**config.mk**
```make
export PLATFORM = sky130hd
export DESIGN_NAME = pio_cycle_timer
export DESIGN_NICKNAME = d
export VERILOG_FILES = /design/src/rtl/pio_timing_pkg.sv /design/src/rtl/pio_timing_regs.sv /design/src/rtl/pio_phase_decode.sv /design/src/rtl/pio_cycle_fsm.sv /design/src/rtl/pio_cycle_timer.sv
export SDC_FILE = /design/constraint.sdc
export NUM_CORES = 1
export LEC_CHECK = 0
export ABC_AREA = 1
export BUFFER_PORTS_ARGS = -buffer_cell sky130_fd_sc_hd__buf_2
export CAP_MARGIN = 20
export CORE_MARGIN = 2
export CORE_UTILIZATION = 45
export DETAILED_ROUTE_END_ITERATION = 10
export GPL_TIMING_DRIVEN = 1
export HOLD_SLACK_MARGIN = 0.08
export PLACE_DENSITY = 0.71
export SETUP_SLACK_MARGIN = 0.1
export SLEW_MARGIN = 40
export SYNTH_ARGS = -nofsm -noshare
export SYNTH_HDL_FRONTEND = slang
export SYNTH_SLANG_ARGS = --single-unit
```
**constraint.sdc**
```tcl
create_clock -name clk -period 3.9 [get_ports clk]
set_clock_uncertainty 0.05 [all_clocks]
set_input_delay 0.78 -clock clk [delete_from_list [all_inputs] [get_ports clk]]
set_output_delay 0.78 -clock clk [all_outputs]
set_load 0.01 [all_outputs]
```
**src/rtl/pio_timing_pkg.sv**
```systemverilog
// Package: shared types and code tables for the PIO timing generator.
// Assumes phase lengths never exceed 16 clocks, so CNT_W bits hold length-1.
package pio_timing_pkg;

    localparam int CNT_W = 5;

    typedef enum logic [2:0] {
        PH_IDLE   = 3'd0,
        PH_SETUP  = 3'd1,
        PH_ACTIVE = 3'd2,
        PH_HOLD   = 3'd3,
        PH_DONE   = 3'd4
    } phase_t;

    typedef struct packed {
        logic [CNT_W-1:0] setup;
        logic [CNT_W-1:0] active;
        logic [CNT_W-1:0] hold;
    } phase_len_t;

    // Setup length: a linear code, field value plus one.
    function automatic logic [CNT_W-1:0] setup_clocks(input logic [1:0] code);
        return CNT_W'(code) + CNT_W'(1);
    endfunction

    // Hold length: linear up to six, then eight and twelve.
    function automatic logic [CNT_W-1:0] hold_clocks(input logic [2:0] code);
        logic [CNT_W-1:0] n;
        case (code)
            3'd6:    n = CNT_W'(8);
            3'd7:    n = CNT_W'(12);
            default: n = CNT_W'(code) + CNT_W'(1);
        endcase
        return n;
    endfunction

    // Active length: linear from two to six, then eight, twelve, sixteen.
    function automatic logic [CNT_W-1:0] active_clocks(input logic [2:0] code);
        logic [CNT_W-1:0] n;
        case (code)
            3'd5:    n = CNT_W'(8);
            3'd6:    n = CNT_W'(12);
            3'd7:    n = CNT_W'(16);
            default: n = CNT_W'(code) + CNT_W'(2);
        endcase
        return n;
    endfunction

endpackage

```
**src/rtl/pio_timing_regs.sv**
```systemverilog
// Module: holds the two timing words (data class, command class).
// Assumes a write and a read of the same word in one clock returns the old value.
module pio_timing_regs #(
    parameter logic [7:0] DATA_RST = 8'hF5,
    parameter logic [7:0] CMD_RST  = 8'hDE
) (
    input  logic       clk,
    input  logic       rst_n,
    input  logic       we,
    input  logic       sel,
    input  logic [7:0] wdata,
    output logic [7:0] data_word,
    output logic [7:0] cmd_word
);

    // Load the addressed word; reset both to their defaults.
    always_ff @(posedge clk) begin
        if (!rst_n) begin
            data_word <= DATA_RST;
            cmd_word  <= CMD_RST;
        end else if (we) begin
            if (sel) cmd_word  <= wdata;
            else     data_word <= wdata;
        end
    end

endmodule

```
**src/rtl/pio_phase_decode.sv**
```systemverilog
// Module: turns one timing word into three phase lengths in clocks.
// Purely combinational; the fields sit at [7:6] setup, [5:3] hold, [2:0] active.
module pio_phase_decode
    import pio_timing_pkg::*;
(
    input  logic [7:0]  word,
    output phase_len_t  lens
);

    // Split the fields and apply the code tables.
    always_comb begin
        lens.setup  = setup_clocks(word[7:6]);
        lens.hold   = hold_clocks(word[5:3]);
        lens.active = active_clocks(word[2:0]);
    end

endmodule

```
**src/rtl/pio_cycle_fsm.sv**
```systemverilog
// Module: phase sequencer with down-counter, ready-line stretch and timeout.
// Assumes every decoded length is at least 1 and at most 2**CNT_W.
module pio_cycle_fsm
    import pio_timing_pkg::*;
#(
    parameter int TIMEOUT = 256
) (
    input  logic       clk,
    input  logic       rst_n,
    input  logic       start,
    input  phase_len_t lens,
    input  logic       is_write,
    input  logic       narrow,
    input  logic       iordy_en,
    input  logic       iordy,
    output logic       addr_valid,
    output logic       rd_strobe,
    output logic       wr_strobe,
    output logic       done,
    output logic       busy,
    output logic       timeout_err,
    output logic       cyc_8bit
);

    localparam int WAIT_W = $clog2(TIMEOUT + 1);

    phase_t           ph;
    logic [CNT_W-1:0] cnt;
    logic [WAIT_W-1:0] wait_cnt;
    phase_len_t       lens_q;
    logic             wr_q;
    logic             nar_q;
    logic             err_q;
    logic             stall;

    // Drive holds off the end of the active phase.
    assign stall = iordy_en && !iordy;

    // Advance through the phases, counting each one down to zero.
    always_ff @(posedge clk) begin
        if (!rst_n) begin
            ph       <= PH_IDLE;
            cnt      <= '0;
            wait_cnt <= '0;
            lens_q   <= '0;
            wr_q     <= 1'b0;
            nar_q    <= 1'b0;
            err_q    <= 1'b0;
        end else begin
            case (ph)
                PH_IDLE: begin
                    if (start) begin
                        ph       <= PH_SETUP;
                        cnt      <= lens.setup - CNT_W'(1);
                        lens_q   <= lens;
                        wr_q     <= is_write;
                        nar_q    <= narrow;
                        err_q    <= 1'b0;
                        wait_cnt <= '0;
                    end
                end
                PH_SETUP: begin
                    if (cnt == '0) begin
                        ph  <= PH_ACTIVE;
                        cnt <= lens_q.active - CNT_W'(1);
                    end else begin
                        cnt <= cnt - CNT_W'(1);
                    end
                end
                PH_ACTIVE: begin
                    if (cnt != '0) begin
                        cnt <= cnt - CNT_W'(1);
                    end else if (!stall) begin
                        ph  <= PH_HOLD;
                        cnt <= lens_q.hold - CNT_W'(1);
                    end else if (wait_cnt == WAIT_W'(TIMEOUT)) begin
                        ph    <= PH_HOLD;
                        cnt   <= lens_q.hold - CNT_W'(1);
                        err_q <= 1'b1;
                    end else begin
                        wait_cnt <= wait_cnt + WAIT_W'(1);
                    end
                end
                PH_HOLD: begin
                    if (cnt == '0) ph  <= PH_DONE;
                    else           cnt <= cnt - CNT_W'(1);
                end
                PH_DONE: ph <= PH_IDLE;
                default: ph <= PH_IDLE;
            endcase
        end
    end

    // Decode bus outputs from the phase register.
    always_comb begin
        addr_valid  = (ph == PH_SETUP) || (ph == PH_ACTIVE) || (ph == PH_HOLD);
        rd_strobe   = (ph == PH_ACTIVE) && !wr_q;
        wr_strobe   = (ph == PH_ACTIVE) && wr_q;
        done        = (ph == PH_DONE);
        busy        = (ph != PH_IDLE);
        timeout_err = err_q;
        cyc_8bit    = (ph != PH_IDLE) && nar_q;
    end

endmodule

```
**src/rtl/pio_cycle_timer.sv**
```systemverilog
// Module: top of the PIO timing generator: timing words, decoders, sequencer.
// Assumes iordy is already synchronised to clk.
module pio_cycle_timer
    import pio_timing_pkg::*;
#(
    parameter int         TIMEOUT  = 256,
    parameter logic [7:0] DATA_RST = 8'hF5,
    parameter logic [7:0] CMD_RST  = 8'hDE
) (
    input  logic       clk,
    input  logic       rst_n,
    input  logic       tim_we,
    input  logic       tim_sel,
    input  logic [7:0] tim_wdata,
    input  logic       start,
    input  logic       cls_cmd,
    input  logic       is_write,
    input  logic       narrow,
    input  logic       iordy_en,
    input  logic       iordy,
    output logic       addr_valid,
    output logic       rd_strobe,
    output logic       wr_strobe,
    output logic       done,
    output logic       busy,
    output logic       timeout_err,
    output logic       cyc_8bit
);

    localparam int N_CLASS = 2;

    logic [7:0] words    [N_CLASS];
    phase_len_t lens_arr [N_CLASS];
    phase_len_t lens_sel;

    pio_timing_regs #(.DATA_RST(DATA_RST), .CMD_RST(CMD_RST)) u_regs (
        .clk       (clk),
        .rst_n     (rst_n),
        .we        (tim_we),
        .sel       (tim_sel),
        .wdata     (tim_wdata),
        .data_word (words[0]),
        .cmd_word  (words[1])
    );

    // One decoder per transfer class.
    for (genvar g = 0; g < N_CLASS; g++) begin : g_dec
        pio_phase_decode u_dec (
            .word (words[g]),
            .lens (lens_arr[g])
        );
    end

    // Pick the lengths of the requested class.
    always_comb lens_sel = lens_arr[cls_cmd];

    pio_cycle_fsm #(.TIMEOUT(TIMEOUT)) u_fsm (
        .clk         (clk),
        .rst_n       (rst_n),
        .start       (start),
        .lens        (lens_sel),
        .is_write    (is_write),
        .narrow      (narrow),
        .iordy_en    (iordy_en),
        .iordy       (iordy),
        .addr_valid  (addr_valid),
        .rd_strobe   (rd_strobe),
        .wr_strobe   (wr_strobe),
        .done        (done),
        .busy        (busy),
        .timeout_err (timeout_err),
        .cyc_8bit    (cyc_8bit)
    );

endmodule

```
# After elaboration in Yosys (flattened, before gate mapping)
# Cells that the tools add are included.
[classes]
add_sub_neg = 11
multipliers = 0
div = 0
n_lt_le_gt_ge = 1
eq_ne = 25
shift = 0
mux = 31
bitwise_logic = 2
reduce_logical = 21
[op_table]
columns = ["operator", "count"]
rows = [
  ["$mux W15", 3],
  ["$mux W9", 4],
  ["$eq A3 B3 Y1 const B", 11],
  ["$mux W5", 6],
  ["$pmux W5 S3", 2],
  ["$pmux W5 S2", 2],
  ["$pmux W5 S4", 1],
  ["$sub A5 B1 Y5 const B", 4],
  ["$mux W3", 6],
  ["$pmux W9 S2", 1],
  ["$reduce_and A5 Y1", 3],
  ["$pmux W3 S4", 1],
  ["$add A9 B1 Y9 const B", 1],
  ["$eq A9 B9 Y1 const B", 1],
  ["$add A3 B1 Y4 const B", 2],
  ["$add A3 B2 Y4 const B", 2],
  ["$ne A2 B1 Y1 const B", 4],
  ["$ne A2 B2 Y1 const B", 4],
  ["$add A2 B1 Y3 const B", 2],
  ["$eq A3 B2 Y1 const B", 2],
  ["$reduce_and A2 Y1", 3],
  ["$logic_not A5 Y1", 1],
  ["$reduce_bool A5 Y1", 1],
  ["$logic_and A1 B1 Y1", 4],
  ["15 further kinds", 20],
]
[totals]
ff_bits = 46
latchBits = 0
mem_bits_rw = 0
romBits = 0
inputBits = 18
output_inout_bits = 7
memories = 0

# Logic depth before layout (Yosys ltp)
# Gate-level depths: netlist of run 1.
[logic_depth]
depth_word = 8
depth_mapped = 11
ltp_nobuf = 11

# Modules after synthesis
# A second synthesis of run 1 with hierarchy kept.
[hier_totals]
cells_unflattened = 500
hier_area_um2 = 3088.0
[modules_own_cells]
columns = ["mod", "instances", "cells_each", "area_each_um2", "seq_area_each_um2"]
rows = [
  ["pio_cycle_fsm", 1, 313, 1945.6, 600.6],
  ["pio_timing_regs", 1, 76, 584.3, 320.3],
  ["pio_cycle_timer", 1, 49, 232.7, 0.0],
  ["pio_phase_decode (g_dec[1].u_dec)", 1, 33, 167.7, 0.0],
  ["pio_phase_decode (g_dec[0].u_dec)", 1, 29, 157.7, 0.0],
]

# Worst setup path after synthesis of run 1
# No wires, ideal clock.
[synth_timing]
kind = "input-to-reg"
start = "in iordy_en"
end = "reg u_fsm.wait_cnt[7]"
setup_time_ns = 0.110
arrival_ns = 1.590
t_required_ns = 3.740
path_slack_ns = 2.150
cell_stages = 8
n_path_buf = 1
path_cell_list = "inv_1 nor2_1 nand3_2 o21ai_4 buf_6 nand4_1 nand2_1 nor2_1"
[synth_via]
elab_chain_cells = 3
[synth_rtl]
columns = ["element", "line_no", "rtl"]
rows = [
  ["from (decl)", "pio_cycle_timer.sv:19", "input logic iordy_en,"],
  ["$logic_and A1 B1 Y1", "pio_cycle_fsm.sv:37", "assign stall = iordy_en && !iordy;"],
  ["$ne A2 B1 Y1 (no line)", "n/a", ""],
  ["$reduce_and A5 Y1 (no line)", "n/a", ""],
  ["to (signal assigned)", "pio_cycle_fsm.sv:81", "wait_cnt <= wait_cnt + WAIT_W'(1);"],
  ["to (decl)", "pio_cycle_fsm.sv:29", "logic [WAIT_W-1:0] wait_cnt;"],
]
# Every way passes these cells.
# A chain may end at the register's enable or synchronous reset.

# Final worst setup path of run 1
[layout_timing]
start = "reg u_fsm.ph[0]"
end = "out rd_strobe"
[layout_via]
elab_chain_cells = 2
[layout_rtl]
columns = ["element", "line_no", "rtl"]
rows = [
  ["from (decl)", "pio_cycle_fsm.sv:27", "phase_t ph;"],
  ["from (signal assigned)", "pio_cycle_fsm.sv:42", "ph <= PH_IDLE;"],
  ["from (signal assigned)", "pio_cycle_fsm.sv:53", "ph <= PH_SETUP;"],
  ["from (signal assigned)", "pio_cycle_fsm.sv:64", "ph <= PH_ACTIVE;"],
  ["$eq A3 B2 Y1", "pio_cycle_fsm.sv:97", "rd_strobe = (ph == PH_ACTIVE) && !wr_q;"],
  ["$logic_and A1 B1 Y1", "pio_cycle_fsm.sv:97", ""],
  ["to (decl)", "pio_cycle_timer.sv:22", "output logic rd_strobe,"],
]
# Every way passes these cells.

==> results.toml, run 1 <==
[outcome]
outcome = "finished, final reports clean"

[timing]
setup_repair_after_global_routing_missed_its_margin = "false"
tightestPinTransition_ps = 564.4
final-max-slew-violation-count = 0
setup_viol = 0
max_slew_headroom_pct = 62.37
fin_setup_tns_ps = 0
timing.final.crit_period_ps = 2234
layout_worst_path_cycle_share_pct = 57.27
highest_clock_rate_mhz = 447.7
timing.hold.ws_ps = 422.6
final_hold_viol_count = 0

[synth]
synth.area.top_cells = "dfxtp_1, nand2_1, inv_1, nand3_1, nor2_1"
syn_area_per_cell_um2 = 6.473
synth.top_cells.by_count = "nand2_1, inv_1, nor2_1, dfxtp_1, nand3_1"
ys_seq_area_share_pct = 33.54
synth-async-reset-ratio_pct = 0
synth_enable_flop_cells = 0
synth_flop_type = "dfxtp_1"
syn-num-nets = 443
yosys.area.top_type = "dfxtp_1"
netlist-cell-type-count = 32
synth.cell_area_mm2 = 0.002686
ys_seq_elements = 45
postSynthCellCount = 415
yosysMostFrequentCell = "nand2_1"
yosysTopAreaCellShare_pct = 33.54
yosysWarnings = 0

[floorplan]
fp-row-count = 28
design.die.area_mm2 = 0.006604
floorplan.die.height_um = 81.27
core_region_area_mm2 = 0.005851
io_pins = 25
initial_utilization_pct = 45.92
die-width_um = 81.27

[place]
dpl.hpwl_mm = 4.564
placement.io_buffers = 24
finalWeightedCongestion = 0.8712
dpl_cell_area_mm2 = 0.002856
placed_cells_incl_taps = 505

[drt]
wl_per_cell_um = 11.71
antenna_violating_nets_post_route = 0
via_per_inst = 5.105
vias = 2619
drt_iter0_drc = 143
wl_mm = 6.007
drc = 0
dr.pass1.iters = 4

[critical_path]
cp_slowest_cell = "dfxtp_1"
startpoint = "u_fsm.ph[0]"
worst-path-buf-inv = 2
crit_path_kind = "reg2out"
worstPathRequired_ps = 3070
cp_top_family = "simple AND/OR/NAND/NOR gates"
rr_endpoint = "u_fsm.wait_cnt[7]"
worstSetupStartpointType = "flop"
timing.critical_path.arrival_ps = 1400
end_kind = "output port"
path_cells = "inv_1 > nand3_2 > nor2_1 > buf_2"
timing.reg2reg.worst_path_depth = 10
max_stage_delay_ps = 390
crit_path_max_fanout = 10
r2r_start = "u_fsm.cnt[0]"
ff2ff_setup_slack_ps = 1980

[final_layout]
syn2layout_area_growth_pct = 9.548
post-route-util_pct = 50.30
nNetsFinal = 465
final.fill_count = 600
antenna-diode-count = 0
layout-drive-gt1-share_pct = 10.96
post-route-cell-area_mm2 = 0.002943
fin_cells = 513

[pwr]
total_leakage_power_nw = 1.388
ir_drop_uv = 307.6
power_per_cell_area_mw_per_mm2 = 607.1

[clock_tree]
ctsResizeCount = 0
cts_num_sinks = 45
cts-buffers-inserted = 5
cts-root-buf = "clkbuf_8"
number_of_hold_buffers_added_after_cts = 0
path_clk_slew_ps = 90
cts-htree-levels = 2
max-clock-path-buffers = 2
cts_tree = "yes"
worstSkewPairLatency_ps = 300
post-cts-setup-buffer-count = 0

[grt]
grt_start_max_net_pins = 34
grt_antenna_before_repair = 0
globalRouteOverflowTotal = 0
global_route_wire_length_before_repair_mm = 10.27
track_usage_pct = 19.98
grt_pass1_vias = 2337

[worst_hold_path]
min_path_cells = 2
whs_endpoint = "u_regs.data_word[6]"
worstHoldStart = "u_regs.data_word[6]"
hp-class = "reg2reg"

[flow_run]
max-cap-violations = 0
## logic make-up (layout without fill, tap and decap cells)
| family | Yosys count | count (layout) | share of synthesized area (%) |
|---|---|---|---|
| compound gates | 68 | 68 | 14.25 |
| buf+inv | 69 | 92 | 10.11 |
| xor+xnor | 5 | 5 | 1.630 |
| simple gates | 218 | 218 | 35.82 |
| flops | 45 | 45 | 33.54 |
| fa+ha+maj | 10 | 10 | 4.658 |
## layer usage
layer  GRT usage, %  wire length [um]  part of all wire (%)
met5              0                 0                     0
met3          4.111               321                   5.3
met2          33.36              2799                    47
met4          5.593                72                   1.2
met1          26.01              2814                    47
## where the power goes
part / total (mW) / leakage, nW / internal (mW) / switching, mW
logic: 0.878 / 0.974 / 0.296 / 0.582
registers: 0.617 / 0.370 / 0.543 / 0.0741
clock network: 0.292 / 0.0439 / 0.124 / 0.168
## stage by stage
step                      setup slack [ps]  power [mW]
final                                 1666       1.787
after floorplan                       2150       1.305
after global routing                  1526       1.955
after CTS                             1673       1.794
after global placement                1796       1.484
after detailed placement              1723       1.499
## layout make-up
class                      instances  area [um2]  share of cell area (%)
inverter                          60       227.7                   7.738
timing repair buffer              24       120.1                   4.082
tap                               75       93.84                   3.189
sequential                        45       900.9                   30.61
clock inverter                     3       17.52                  0.5952
clock buffer                       5       68.82                   2.338
multi-input combinational        301        1514                   51.45
## worst max path at each step
stage          cells past startpoint                 to  slack, ps
4_1_cts                            4          rd_strobe       1670
3_3_place_gp                       9  u_fsm.wait_cnt[7]       1800
5_1_grt                            4          rd_strobe       1530
2_1_floorplan                      8  u_fsm.wait_cnt[7]       2150
6_report                           4          rd_strobe       1670
3_5_place_dp                       9  u_fsm.wait_cnt[7]       1720
## state kept, by name, summed over array words and instances (netlist names)
name	count
u_fsm.cnt	5
u_fsm.lens_q	9
u_fsm.nar_q	1
u_fsm.ph	3
u_fsm.timeout_err	1
u_fsm.wait_cnt	9
u_fsm.wr_q	1
u_regs.cmd_word	8
u_regs.data_word	8
## placed cells by master, fill, tap and decap left out, types with 5 or more instances in the layout
master / count
o21ai_0: 24
nand4_1: 5
nand2_1: 107
nand3_1: 42
a21oi_1: 29
ha_1: 10
buf_2: 24
inv_1: 58
o211ai_1: 7
nor2_1: 46
clkbuf_8: 5
dfxtp_1: 45
## worst register-to-register path, cell delays in order, from the launching register on
cell and delay, ps:
dfxtp_1 330, inv_1 140, ha_1 190, inv_1 40
nor2_1 180, nand2_2 170, o21ai_4 390, nand3_1 160
nand2_1 100, inv_1 40, nor2_1 80
Note: power is estimated with default switching activity, not from simulation.
==> run 2, diff against run 1 <==
--- a/config.mk
+++ b/config.mk
@@ -13,7 +13,7 @@
 export DETAILED_ROUTE_END_ITERATION = 10
 export GPL_TIMING_DRIVEN = 1
 export HOLD_SLACK_MARGIN = 0.08
-export PLACE_DENSITY = 0.71
+export PLACE_DENSITY = 0.74
 export SETUP_SLACK_MARGIN = 0.1
 export SLEW_MARGIN = 40
 export SYNTH_ARGS = -nofsm -noshare
==> constraint.sdc (replaced) <==
create_clock -name clk -period 1.9 [get_ports clk]
set_clock_uncertainty 0.05 [all_clocks]
set_input_delay 0.38 -clock clk [delete_from_list [all_inputs] [get_ports clk]]
set_output_delay 0.38 -clock clk [all_outputs]
set_load 0.01 [all_outputs]
==> results.toml, run 2 (same netlist as run 1, synthesis figures left out) <==
[critical_path]
startpoint = "u_fsm.ph[0]"
crit_path_end = "rd_strobe"
cp_slowest_cell = "dfxtp_4"
worstPathRequired_ps = 1470
crit_path_kind = "reg2out"
max_stage_delay_ps = 380
rr_endpoint = "u_fsm.wait_cnt[3]"
timing.critical_path.arrival_ps = 1260
end_kind = "output port"
crit_path_max_fanout = 10
worstSetupStartpointType = "flop"
timing.reg2reg.worst_path_depth = 10
ff2ff_setup_slack_ps = 240
path_cells = "inv_1 > nand3_4 > nor2_1 > buf_2"
r2r_start = "u_fsm.cnt[1]"

[floorplan]
fp-row-count = 28
io_pins = 25
floorplan.die.height_um = 81.27
initial_utilization_pct = 45.92
die-width_um = 81.27
core_region_area_mm2 = 0.005851
design.die.area_mm2 = 0.006604

[drt]
wl_mm = 6.167
dr.pass1.iters = 4
drc = 0
wl_per_cell_um = 11.86
via_per_inst = 5.100
drt_iter0_drc = 191
antenna_violating_nets_post_route = 0
vias = 2652

[clock_tree]
number_of_hold_buffers_added_after_cts = 0
cts-root-buf = "clkbuf_8"
cts_tree = "yes"
cts_num_sinks = 45
path_clk_slew_ps = 90
cts-buffers-inserted = 5
worstSkewPairLatency_ps = 310
cts-htree-levels = 2
max-clock-path-buffers = 2

[final_layout]
final.fill_count = 591
layout-drive-gt1-share_pct = 14.38
post-route-cell-area_mm2 = 0.003100
multiInputGateArea_mm2 = 0.001554
ff_latch_area_um2 = 905.9
layout_commonest_cell = "nand2_1"
syn2layout_area_growth_pct = 15.42
nNetsFinal = 472
top_regs = "u_fsm.lens_q (9), u_fsm.wait_cnt (9)"
antenna-diode-count = 0
most-common-layout-cells = "nand2_1, inv_1, nor2_1, dfxtp_1, nand3_1"

[outcome]
outcome = "finished, final reports clean"

[place]
placement.io_buffers = 24
finalWeightedCongestion = 0.9142
dpl_cell_area_mm2 = 0.002894
post_placement_worst_setup_slack_ps = 57.63
dpl.hpwl_mm = 4.592

[timing]
final_hold_viol_count = 0
setup_viol = 0
tightestPinTransition_ps = 376.1
final-max-slew-violation-count = 0
final_critical_path_setup_slack_ps = 207.2
setup_repair_after_global_routing_missed_its_margin = "false"
layout_worst_path_cycle_share_pct = 89.10
timing.final.crit_period_ps = 1693
fin_setup_tns_ps = 0
highest_clock_rate_mhz = 590.7
max_slew_headroom_pct = 74.90

[grt]
grt_start_max_net_pins = 25
global_route_wire_length_before_repair_mm = 10.75
grt_most_used_layer = "met2"
grt_antenna_before_repair = 0
track_usage_pct = 20.79
grt_pass1_vias = 2479
global_route.usage.met3_pct = 4.000
globalRouteOverflowTotal = 0
grt.met2_usage_pct = 35.66
grtUsageMet1_pct = 25.65

[pwr]
total_leakage_power_nw = 1.458
power_per_cell_area_mw_per_mm2 = 1334
finalPower_mw = 4.136
ir_drop_uv = 512.7

[flow_run]
max-cap-violations = 0

[worst_hold_path]
hp-class = "in2reg"
-- run 2: cell types whose count changed in the layout (fill, tap and decap cells not counted), sizes merged --
cell and change:
clkinv -1, buf +7, clkinvlp -1, bufinv +2
-- run 2: what timing repair did --
action,in CTS,in global routing
setup endpoints to repair,11,17
pin swaps,1,0
endpoints found under the hold margin,0,0
setup buffers,2,0
gates resized for setup,1,13
-- run 2: layer usage --
metal	routed length [um]	share of wire [%]
met4	73	1.2
met3	316	5.1
met1	2860	46
met5	0	0
met2	2917	47
-- run 2: area by class of cell --
cell class                 count  share of cell area [%]
multi-input combinational    301                   50.12
inverter                      60                   7.345
clock inverter                 3                   2.098
timing repair buffer          31                   5.973
tap                           75                   3.027
clock buffer                   5                   2.220
sequential                    45                   29.22
-- run 2: how the worst min path moves through the flow --
stage	end	startpoint	cells after the start
2_1_floorplan	u_regs.data_word[6]	u_regs.data_word[6]	2
3_3_place_gp	u_regs.data_word[7]	u_regs.data_word[7]	2
3_5_place_dp	u_regs.data_word[6]	u_regs.data_word[6]	2
4_1_cts	u_regs.cmd_word[6]	tim_wdata[6]	3
5_1_grt	u_regs.data_word[5]	tim_wdata[5]	3
6_report	u_regs.cmd_word[6]	tim_wdata[6]	3
-- run 2: worst max-delay path, delay by kind of cell (launching register included) --
kind	cells	cell delay, ps
flops	1	380
buf+inv	2	270
simple gates	2	300
-- run 2: report_power, final --
part,switching [mW],internal (mW),leakage [nW],total [mW]
Sequential,0.168,1.12,0.371,1.29
Combinational,1.26,0.721,1.02,1.98
Clock,0.345,0.523,0.0681,0.868
-- run 2: through the flow --
stage                     utilization [%]  hold WS, ps  instances
after floorplan                         -        379.2        415
after global placement              49.47        389.2        510
after detailed placement            49.47        394.0        510
after CTS                           52.25        230.0        520
after global routing                52.99        254.4        520
final                               52.99        243.8        520
==> run 3, diff against run 2 <==
--- a/config.mk
+++ b/config.mk
@@ -13,7 +13,7 @@
 export DETAILED_ROUTE_END_ITERATION = 10
 export GPL_TIMING_DRIVEN = 1
 export HOLD_SLACK_MARGIN = 0.08
-export PLACE_DENSITY = 0.74
+export PLACE_DENSITY = 0.66
 export SETUP_SLACK_MARGIN = 0.1
 export SLEW_MARGIN = 40
 export SYNTH_ARGS = -nofsm -noshare
==> results.toml, run 3 (same netlist as run 1, synthesis figures left out) <==
[outcome]
outcome = "finished, final reports clean"

[timing]
tightestPinTransition_ps = 368.6
final_critical_path_setup_slack_ps = 167.6
setup_viol = 0
layout_worst_path_cycle_share_pct = 91.18
final-max-slew-violation-count = 0
highest_clock_rate_mhz = 577.2
max_slew_headroom_pct = 75.40
timing.hold.ws_ps = 239.4
setup_repair_after_global_routing_missed_its_margin = "true"
timing.final.crit_period_ps = 1732
final_hold_viol_count = 0
fin_setup_tns_ps = 0

[final_layout]
layout-drive-gt1-share_pct = 13.74
fin_cells = 519
top_regs = "u_fsm.lens_q (9), u_fsm.wait_cnt (9)"
layout_commonest_cell = "nand2_1"
syn2layout_area_growth_pct = 12.95
antenna-diode-count = 0
nNetsFinal = 471
most-common-layout-cells = "nand2_1, inv_1, nor2_1, dfxtp_1, nand3_1"

[drt]
antenna_violating_nets_post_route = 0
vias = 2600
wl_mm = 6.044
wl_per_cell_um = 11.65
dr.pass1.iters = 4
drt_iter0_drc = 200
via_per_inst = 5.010
drc = 0

[clock_tree]
number_of_hold_buffers_added_after_cts = 0
worstSkewPairLatency_ps = 300
cts-htree-levels = 2
cts_num_sinks = 45
cts-root-buf = "clkbuf_8"
max-clock-path-buffers = 2
path_clk_slew_ps = 90
cts-buffers-inserted = 5
cts_tree = "yes"

[critical_path]
worstSetupStartpointType = "flop"
worst-path-buf-inv = 3
cp_slowest_cell = "dfxtp_4"
cp_top_family = "flip-flops"
max_stage_delay_ps = 380
timing.reg2reg.worst_path_depth = 10
path_cells = "inv_1 > nand2_1 > nand2_1 > inv_1 > buf_2"
crit_path_max_fanout = 7
end_kind = "output port"
timing.critical_path.arrival_ps = 1300
critical_path_cell_count = 5
crit_path_kind = "reg2out"
worstPathRequired_ps = 1470

[place]
placement.io_buffers = 24
post_placement_worst_setup_slack_ps = 46.97
placed_cells_incl_taps = 510
dpl.hpwl_mm = 4.551
finalWeightedCongestion = 0.8924

[floorplan]
design.die.area_mm2 = 0.006604
die-width_um = 81.27
fp-row-count = 28
core_region_area_mm2 = 0.005851
io_pins = 25
initial_utilization_pct = 45.92
floorplan.die.height_um = 81.27

[grt]
grt_antenna_before_repair = 0
globalRouteOverflowTotal = 0
global_route_wire_length_before_repair_mm = 10.29
track_usage_pct = 19.92
grt_start_max_net_pins = 16
grt_pass1_vias = 2368

[flow_run]
max-cap-violations = 0

[pwr]
power_per_cell_area_mw_per_mm2 = 1252
finalPower_mw = 3.799
total_leakage_power_nw = 1.418
ir_drop_uv = 640.4

[worst_hold_path]
hp-class = "in2reg"
min_path_cells = 3
## run 3: changes by cell type in the layout (fill, tap and decap cells not counted)
| cell | before | now |
|---|---|---|
| buf_4 | 6 | 5 |
| clkinv_2 | 1 | 0 |
| clkinvlp_4 | 0 | 2 |
| clkbuf_1 | 0 | 1 |
| nor2_2 | 5 | 6 |
| nand2_1 | 106 | 107 |
| nor2_4 | 2 | 1 |
| bufinv_16 | 2 | 0 |
| nand2_4 | 2 | 1 |
## run 3: metal layers
metal  track usage, %  part of all wire, %  vias to the layer above  routed length (um)
met2            33.85                   45                       44                2727
met1            25.65                   51                     1153                3056
met3            3.333                  2.7                       13                 165
li1                 -                    -                     1390                   -
met5                0                    0                        -                   0
met4            6.271                  1.6                        0                  94
## run 3: cell type report
class | instances | area (um2)
flip-flops and latches | 45 | 905.9
well taps | 75 | 93.84
inverters | 60 | 227.7
fillers | 601 | 2816
multi-input cells | 301 | 1541
repair buffers | 30 | 177.7
clock inverters | 2 | 15.01
clock buffers | 6 | 72.57
## run 3: timing repair
action / in CTS / in global routing
gates resized for setup: 2 / 9
buffers inserted: 1 / 0
endpoints found under the setup margin: 12 / 17
pin swaps: 1 / 2
## run 3: worst min-delay path, delay by kind of cell
kind	cells	cell delay, ps
buffers and inverters	1	90
and+or+nand+nor	2	100
## run 3: through the flow
| step | instance area, um2 | util, % |
|---|---|---|
| floorplan | 2686 | - |
| global placement | 2894 | 49.47 |
| detailed placement | 2894 | 49.47 |
| CTS | 3010 | 51.45 |
| global route | 3034 | 51.86 |
| finish | 3034 | 51.86 |
## run 3: report_power, final
group	switching [mW]	internal, mW	total (mW)
clock	0.351	0.260	0.611
sequential	0.161	1.12	1.28
combinational	1.22	0.684	1.90
## run 3: final timing paths
kind | start | endpoint | slack, ps
setup / recovery | u_fsm.ph[0] | addr_valid | 170
hold / removal | tim_wdata[6] | u_regs.cmd_word[6] | 240
setup reg to reg | u_fsm.cnt[0] | u_fsm.cnt[3] | 260
hold reg to reg | u_regs.data_word[7] | u_regs.data_word[7] | 420
